File: config.mk
export PLATFORM = sky130hd
export DESIGN_NAME = mux_reg_port
export DESIGN_NICKNAME = d
export VERILOG_FILES = /design/src/rtl/mrp_pkg.sv /design/src/rtl/mrp_sync.sv /design/src/rtl/mrp_seq.sv /design/src/rtl/mrp_regfile.sv /design/src/rtl/mux_reg_port.sv
export SDC_FILE = /design/constraint.sdc
export NUM_CORES = 1
export LEC_CHECK = 0
export BUFFER_PORTS_ARGS = -buffer_cell sky130_fd_sc_hd__buf_4
export CORE_MARGIN = 4
export CORE_UTILIZATION = 55
export DETAILED_ROUTE_END_ITERATION = 8
export PLACE_DENSITY = 0.8
export SLEW_MARGIN = 30
export SYNTH_ARGS = -nofsm -noshare
export SYNTH_HDL_FRONTEND = slang
export SYNTH_SLANG_ARGS = --single-unit
File: constraint.sdc
create_clock -name clk -period 2.2 [get_ports clk]
set_input_delay 0.22 -clock clk [delete_from_list [all_inputs] [get_ports clk]]
set_output_delay 0.22 -clock clk [all_outputs]
set_load 0.01 [all_outputs]
File: src/rtl/mrp_pkg.sv
package mrp_pkg;
  localparam int BYTE_W   = 8;
  localparam int WORD_W   = 2 * BYTE_W;
  localparam int AFIELD_W = 5;
  localparam int ACFG_BIT = 7;

  typedef enum logic [1:0] {
    BK_NONE,
    BK_ADDR,
    BK_WDATA,
    BK_RDATA
  } byte_kind_e;

  // Role of a strobed byte, taken from the synchronized control pins
  function automatic byte_kind_e classify(input logic rw, input logic ad);
    if (!rw && ad)  return BK_ADDR;
    if (!rw && !ad) return BK_WDATA;
    if (rw && !ad)  return BK_RDATA;
    return BK_NONE;
  endfunction

  function automatic logic [AFIELD_W-1:0] addr_field(input logic [BYTE_W-1:0] b);
    return b[AFIELD_W-1:0];
  endfunction

  function automatic logic acfg_flag(input logic [BYTE_W-1:0] b);
    return b[ACFG_BIT];
  endfunction

  function automatic logic [WORD_W-1:0] join_bytes(input logic [BYTE_W-1:0] hi,
                                                   input logic [BYTE_W-1:0] lo);
    return {hi, lo};
  endfunction

  function automatic logic [BYTE_W-1:0] pick_byte(input logic [WORD_W-1:0] w,
                                                  input logic lower);
    return lower ? w[BYTE_W-1:0] : w[WORD_W-1:BYTE_W];
  endfunction
endpackage

File: src/rtl/mrp_sync.sv
module mrp_sync #(
  parameter int         W       = 1,
  parameter int         STAGES  = 2,
  parameter logic [W-1:0] RST_VAL = '0
) (
  input  logic         clk,
  input  logic         rst,
  input  logic [W-1:0] d,
  output logic [W-1:0] q
);
  logic [W-1:0] st [STAGES];

  always_ff @(posedge clk) begin
    if (rst) begin
      for (int i = 0; i < STAGES; i++) st[i] <= RST_VAL;
    end else begin
      st[0] <= d;
      for (int i = 1; i < STAGES; i++) st[i] <= st[i-1];
    end
  end

  assign q = st[STAGES-1];
endmodule

File: src/rtl/mrp_seq.sv
module mrp_seq
  import mrp_pkg::*;
#(
  parameter int ADDR_W = 5
) (
  input  logic              clk,
  input  logic              rst,
  input  logic              stb,
  input  logic              rw_s,
  input  logic              ad_s,
  input  logic              cs_s,
  input  logic [BYTE_W-1:0] din,
  input  logic [WORD_W-1:0] rd_word,
  output logic [ADDR_W-1:0] cur_addr,
  output logic              wr_en,
  output logic [WORD_W-1:0] wr_data,
  output logic              acfg_pulse,
  output logic              addr_stb,
  output logic              byte_ptr,
  output logic [BYTE_W-1:0] dout
);
  byte_kind_e          kind;
  logic [BYTE_W-1:0]   hi_hold;
  logic [AFIELD_W-1:0] a_full;

  assign kind     = stb ? classify(rw_s, ad_s) : BK_NONE;
  assign addr_stb = (kind == BK_ADDR);
  assign a_full   = addr_field(din);

  always_ff @(posedge clk) begin
    if (rst) begin
      cur_addr   <= '0;
      byte_ptr   <= 1'b0;
      hi_hold    <= '0;
      wr_en      <= 1'b0;
      wr_data    <= '0;
      acfg_pulse <= 1'b0;
      dout       <= '0;
    end else begin
      wr_en      <= 1'b0;
      acfg_pulse <= 1'b0;
      case (kind)
        BK_ADDR: begin
          cur_addr   <= a_full[ADDR_W-1:0];
          byte_ptr   <= 1'b0;
          acfg_pulse <= acfg_flag(din);
        end
        BK_WDATA: begin
          if (!byte_ptr) begin
            hi_hold <= din;
          end else begin
            wr_en   <= 1'b1;
            wr_data <= join_bytes(hi_hold, din);
          end
          byte_ptr <= ~byte_ptr;
        end
        BK_RDATA: byte_ptr <= ~byte_ptr;
        default: ;
      endcase
      // the next byte is staged only while chip select is idle, then frozen
      if (cs_s) dout <= pick_byte(rd_word, byte_ptr);
    end
  end
endmodule

File: src/rtl/mrp_regfile.sv
module mrp_regfile
  import mrp_pkg::*;
#(
  parameter int NUM_REGS = 32,
  parameter int ADDR_W   = 5,
  localparam int FLAT_W  = NUM_REGS * WORD_W
) (
  input  logic              clk,
  input  logic              rst,
  input  logic              wr_en,
  input  logic [ADDR_W-1:0] addr,
  input  logic [WORD_W-1:0] wr_data,
  output logic [WORD_W-1:0] rd_word,
  output logic [FLAT_W-1:0] regs_flat
);
  logic [WORD_W-1:0] mem [NUM_REGS];

  always_ff @(posedge clk) begin
    if (rst) begin
      for (int i = 0; i < NUM_REGS; i++) mem[i] <= '0;
    end else if (wr_en && (int'(addr) < NUM_REGS)) begin
      mem[addr] <= wr_data;
    end
  end

  assign rd_word = (int'(addr) < NUM_REGS) ? mem[addr] : '0;

  for (genvar g = 0; g < NUM_REGS; g++) begin : g_flat
    assign regs_flat[g*WORD_W +: WORD_W] = mem[g];
  end
endmodule

File: src/rtl/mux_reg_port.sv
module mux_reg_port
  import mrp_pkg::*;
#(
  parameter int NUM_REGS    = 32,
  parameter int SYNC_STAGES = 2,
  localparam int ADDR_W     = (NUM_REGS > 1) ? $clog2(NUM_REGS) : 1
) (
  input  logic                       clk,
  input  logic                       rst,
  input  logic                       cs_n,
  input  logic                       rd_wr,
  input  logic                       addr_data,
  input  logic [BYTE_W-1:0]          bus_in,
  output logic [BYTE_W-1:0]          bus_out,
  output logic                       bus_oe,
  output logic                       autocfg_pulse,
  output logic [NUM_REGS*WORD_W-1:0] regs_flat
);
  logic              cs_s, rw_s, ad_s, cs_prev, cs_fall_stb;
  logic              addr_stb, byte_ptr, wr_en;
  logic [ADDR_W-1:0] cur_addr;
  logic [WORD_W-1:0] wr_data, rd_word;

  mrp_sync #(.W(3), .STAGES(SYNC_STAGES), .RST_VAL(3'b100)) u_sync (
    .clk (clk),
    .rst (rst),
    .d   ({cs_n, rd_wr, addr_data}),
    .q   ({cs_s, rw_s, ad_s})
  );

  always_ff @(posedge clk) begin
    if (rst) cs_prev <= 1'b1;
    else     cs_prev <= cs_s;
  end

  assign cs_fall_stb = cs_prev & ~cs_s;

  mrp_seq #(.ADDR_W(ADDR_W)) u_seq (
    .clk        (clk),
    .rst        (rst),
    .stb        (cs_fall_stb),
    .rw_s       (rw_s),
    .ad_s       (ad_s),
    .cs_s       (cs_s),
    .din        (bus_in),
    .rd_word    (rd_word),
    .cur_addr   (cur_addr),
    .wr_en      (wr_en),
    .wr_data    (wr_data),
    .acfg_pulse (autocfg_pulse),
    .addr_stb   (addr_stb),
    .byte_ptr   (byte_ptr),
    .dout       (bus_out)
  );

  mrp_regfile #(.NUM_REGS(NUM_REGS), .ADDR_W(ADDR_W)) u_regs (
    .clk       (clk),
    .rst       (rst),
    .wr_en     (wr_en),
    .addr      (cur_addr),
    .wr_data   (wr_data),
    .rd_word   (rd_word),
    .regs_flat (regs_flat)
  );

  // the pad driver follows the raw pins, not the synchronized copies
  assign bus_oe = rd_wr & ~cs_n;
endmodule

==> flow_metrics.py <==
metrics = {
    "status": {
        "outcome": "complete, but fails checks",
        "violations": "negative setup slack",
    },
    "yosys": {
        "postSynthAreaPerCell_um2": 14.2,
        "synth_fp_nets": 1794,
        "yosys-top-cells-area": "edfxtp_1, and2_1, mux2i_1, mux4_2, dfxtp_1",
        "ys_types": 34,
        "syn-cell-area_um2": 25200,
        "synthCells": 1778,
        "synthAdderAreaFrac_pct": 0.149,
        "synth-simple-area-share_pct": 17.2,
        "yosysTopAreaCell": "edfxtp_1",
        "synth_top_area_share_pct": 60.9,
        "synth_top_family_by_area": "simple AND/OR/NAND/NOR gates",
        "yosysSeqAreaShare_pct": 65.0,
        "synth_compound_area_share_pct": 3.54,
        "ys_ff_latch": 564,
        "ys_warn_count": 0,
        "synth-xor-area-share_pct": 0,
        "muxShareOfSynthArea_pct": 11.4,
    },
    "clocking": {
        "clk_latency_ns": 0.62,
        "htree_levels": 2,
        "cts_tree": "yes",
        "cts_sinks": 564,
        "path_clk_slew_ns": 0.07,
        "clockBufferDepth": 3,
        "root_buffer": "clkbuf_16",
        "cts_made_buffers": 54,
    },
    "power": {
        "power.leakage_nw": 12.6,
        "power_density_nw_per_um2": 719,
        "fin_total_pwr_mw": 23.2,
        "ir_drop_mv": 0.637,
    },
    "routing": {
        "vias": 18600,
        "wl_per_cell_um": 31.9,
        "drc_errors": 0,
        "dr.pass1.iters": 5,
        "wl_mm": 95.2,
        "ant_nets": 0,
        "drtIter0Drc": 2604,
        "viasPerCell": 6.24,
    },
    "sta": {
        "fin_ws_ns": -0.0119,
        "slew_viol_final": 0,
        "post-route-period-util_pct": 101,
        "rsz0062_at_grt": "yes",
        "final.setup_skew_ns": 0.0391,
        "maxSlewHeadroom_pct": 36.4,
        "setup_viol": 1,
        "hold_viol": 0,
        "fmax_mhz": 452,
        "period_needed_ns": 2.21,
        "worst_slew_pin_slew_ns": 0.952,
    },
    "floorplanning": {
        "die_x_um": 222,
        "core_um2": 45400,
        "num_io_pins": 535,
        "dieArea_um2": 49400,
        "rows": 78,
        "initial_core_util_pct": 55.6,
        "die_y_um": 222,
    },
    "layout": {
        "stdcell_count": 2983,
        "area_delta_synth_final_pct": 27.8,
        "nets": 2356,
        "drive_gt1_share_pct": 35.4,
        "final_cell_mix": "buf_4, and2_1, edfxtp_1",
        "final_util_pct": 71.1,
        "final_common_cell": "buf_4",
    },
    "setup_path": {
        "crit_path_end_kind": "register",
        "r2r_end": "u_seq.dout[5]$_SDFFE_PP0P_",
        "r2r_slack_ns": -0.01,
        "cp.required_ns": 2.71,
        "critPathKind": "register to register",
        "ff2ff_path_depth": 5,
        "crit_arrival_ns": 2.72,
        "critical_path.max_fanout": 16,
        "cp-start-kind": "register",
    },
    "placed_design": {
        "gp_congestion": 0.985,
        "dp_hpwl_mm": 70.0,
        "dp.cells": 2859,
        "io_buffer_count": 534,
        "place_ws_ns": -0.117,
    },
    "flow_run": {
        "cap_violations": 0,
    },
    "worst_hold_path": {
        "holdPathStages": 3,
        "hp-start": "rst",
        "min_to": "u_seq.cur_addr[3]$_SDFFE_PP0N_",
        "hp-class": "primary input to register",
    },
    "grt": {
        "grt_pass1_vias": 18000,
        "grt_max_degree": 63,
        "antenna_found_initial": 1,
        "grt-ovfl-total": 0,
        "grt_pass1_wl_mm": 132,
        "grt_usage_pct": 37.0,
    },
}
flip-flops by register name, summed over array words and instances (netlist names), named ones only:
| signal | count |
|---|---|
| u_seq.dout | 8 |
| u_seq.wr_data | 16 |
| u_seq.wr_en | 1 |
| u_seq.hi_hold | 8 |
| u_seq.acfg_pulse | 1 |
| u_sync.st | 6 |
| u_seq.cur_addr | 5 |
| u_regs.mem | 512 |
| u_seq.byte_ptr | 1 |
| cs_prev | 1 |
worst max path at each step:
| stage | to | from |
|---|---|---|
| floorplan | u_seq.dout[5]$_SDFFE_PP0P_ | register |
| global placement | u_seq.dout[7]$_SDFFE_PP0P_ | register |
| detailed placement | u_seq.dout[7]$_SDFFE_PP0P_ | register |
| CTS | u_seq.dout[0]$_SDFFE_PP0P_ | register |
| global route | u_seq.dout[3]$_SDFFE_PP0P_ | register |
| finish | u_seq.dout[5]$_SDFFE_PP0P_ | register |
synth_stat cells:
library cell,number
mux4_2,55
or3_1,2
mux4_1,9
o211ai_1,1
nand2b_1,1
nand3b_1,4
mux2i_1,141
ha_1,3
buf_2,34
clkbuf_1,112
nor3b_1,11
buf_1,1
nor3_4,1
or3b_1,3
and2_1,513
nor2_2,6
and3_1,1
nand2_1,37
and3b_1,1
nor2_1,50
nand3_1,36
a22oi_1,96
dfxtp_1,52
and2b_1,1
nand4_1,16
a21oi_1,17
nor2b_1,9
buf_8,1
a221o_1,8
buf_6,4
nor3b_2,1
or2_2,36
inv_1,3
edfxtp_1,512
final cells by class:
class / count / area [um^2]
diodes: 1 / 2.50
clock buffers: 71 / 1450
clock inverters: 27 / 288
fillers: 2987 / 13100
inverters: 3 / 11.3
multi-input cells: 1059 / 8210
flip-flops and latches: 564 / 16400
well taps: 600 / 751
repair buffers: 658 / 5120
power breakdown:
group          switching (mW)  total [mW]  internal (mW)
sequential              0.360        12.4           12.0
combinational           0.827        1.48          0.649
clock                    4.01        9.34           5.33
logic make-up (layout without fill, tap and decap cells):
kind of cell,Yosys count,in the layout
multiplexers,205,205
other,0,1
adder cells (fa/ha/maj),3,3
flip-flops,564,564
AND/OR/NAND/NOR,729,729
AO/OA/AOI/OAI,122,122
buffers and inverters,155,759
worst max-delay path, cell delays in order, from the launching register on:
cell	delay, ns
dfxtp_4	0.46
buf_12	0.21
mux4_2	0.58
a22oi_1	0.39
nand4_1	0.14
a221o_1	0.31
through the flow:
step                      cell area (um^2)  setup TNS (ns)  hold WS (ns)
final                                32300         -0.0119         0.102
after global routing                 32300         -0.0969         0.115
after CTS                            32100       -0.000671        0.0631
after detailed placement             30200          -0.531         0.407
after global placement               30200          -0.573         0.404
after floorplan                      25200               0         0.324
per-layer routing:
metal,vias up,wire (um),global-route usage [%]
li1,7580,-,-
met1,9376,32600,45.9
met2,1419,46500,61.8
met3,244,11300,10.3
met4,2,4870,15.3
met5,-,20,0
repair_timing:
item                                   CTS  global route
endpoints found under the hold margin   30             0
pin swaps                                0             4
setup buffers                            5             7
setup endpoints to repair               16            22
hold buffers                            11             0
gates cloned                             0             2
resized for setup                        9             9
(Power assumes the default switching activity.)
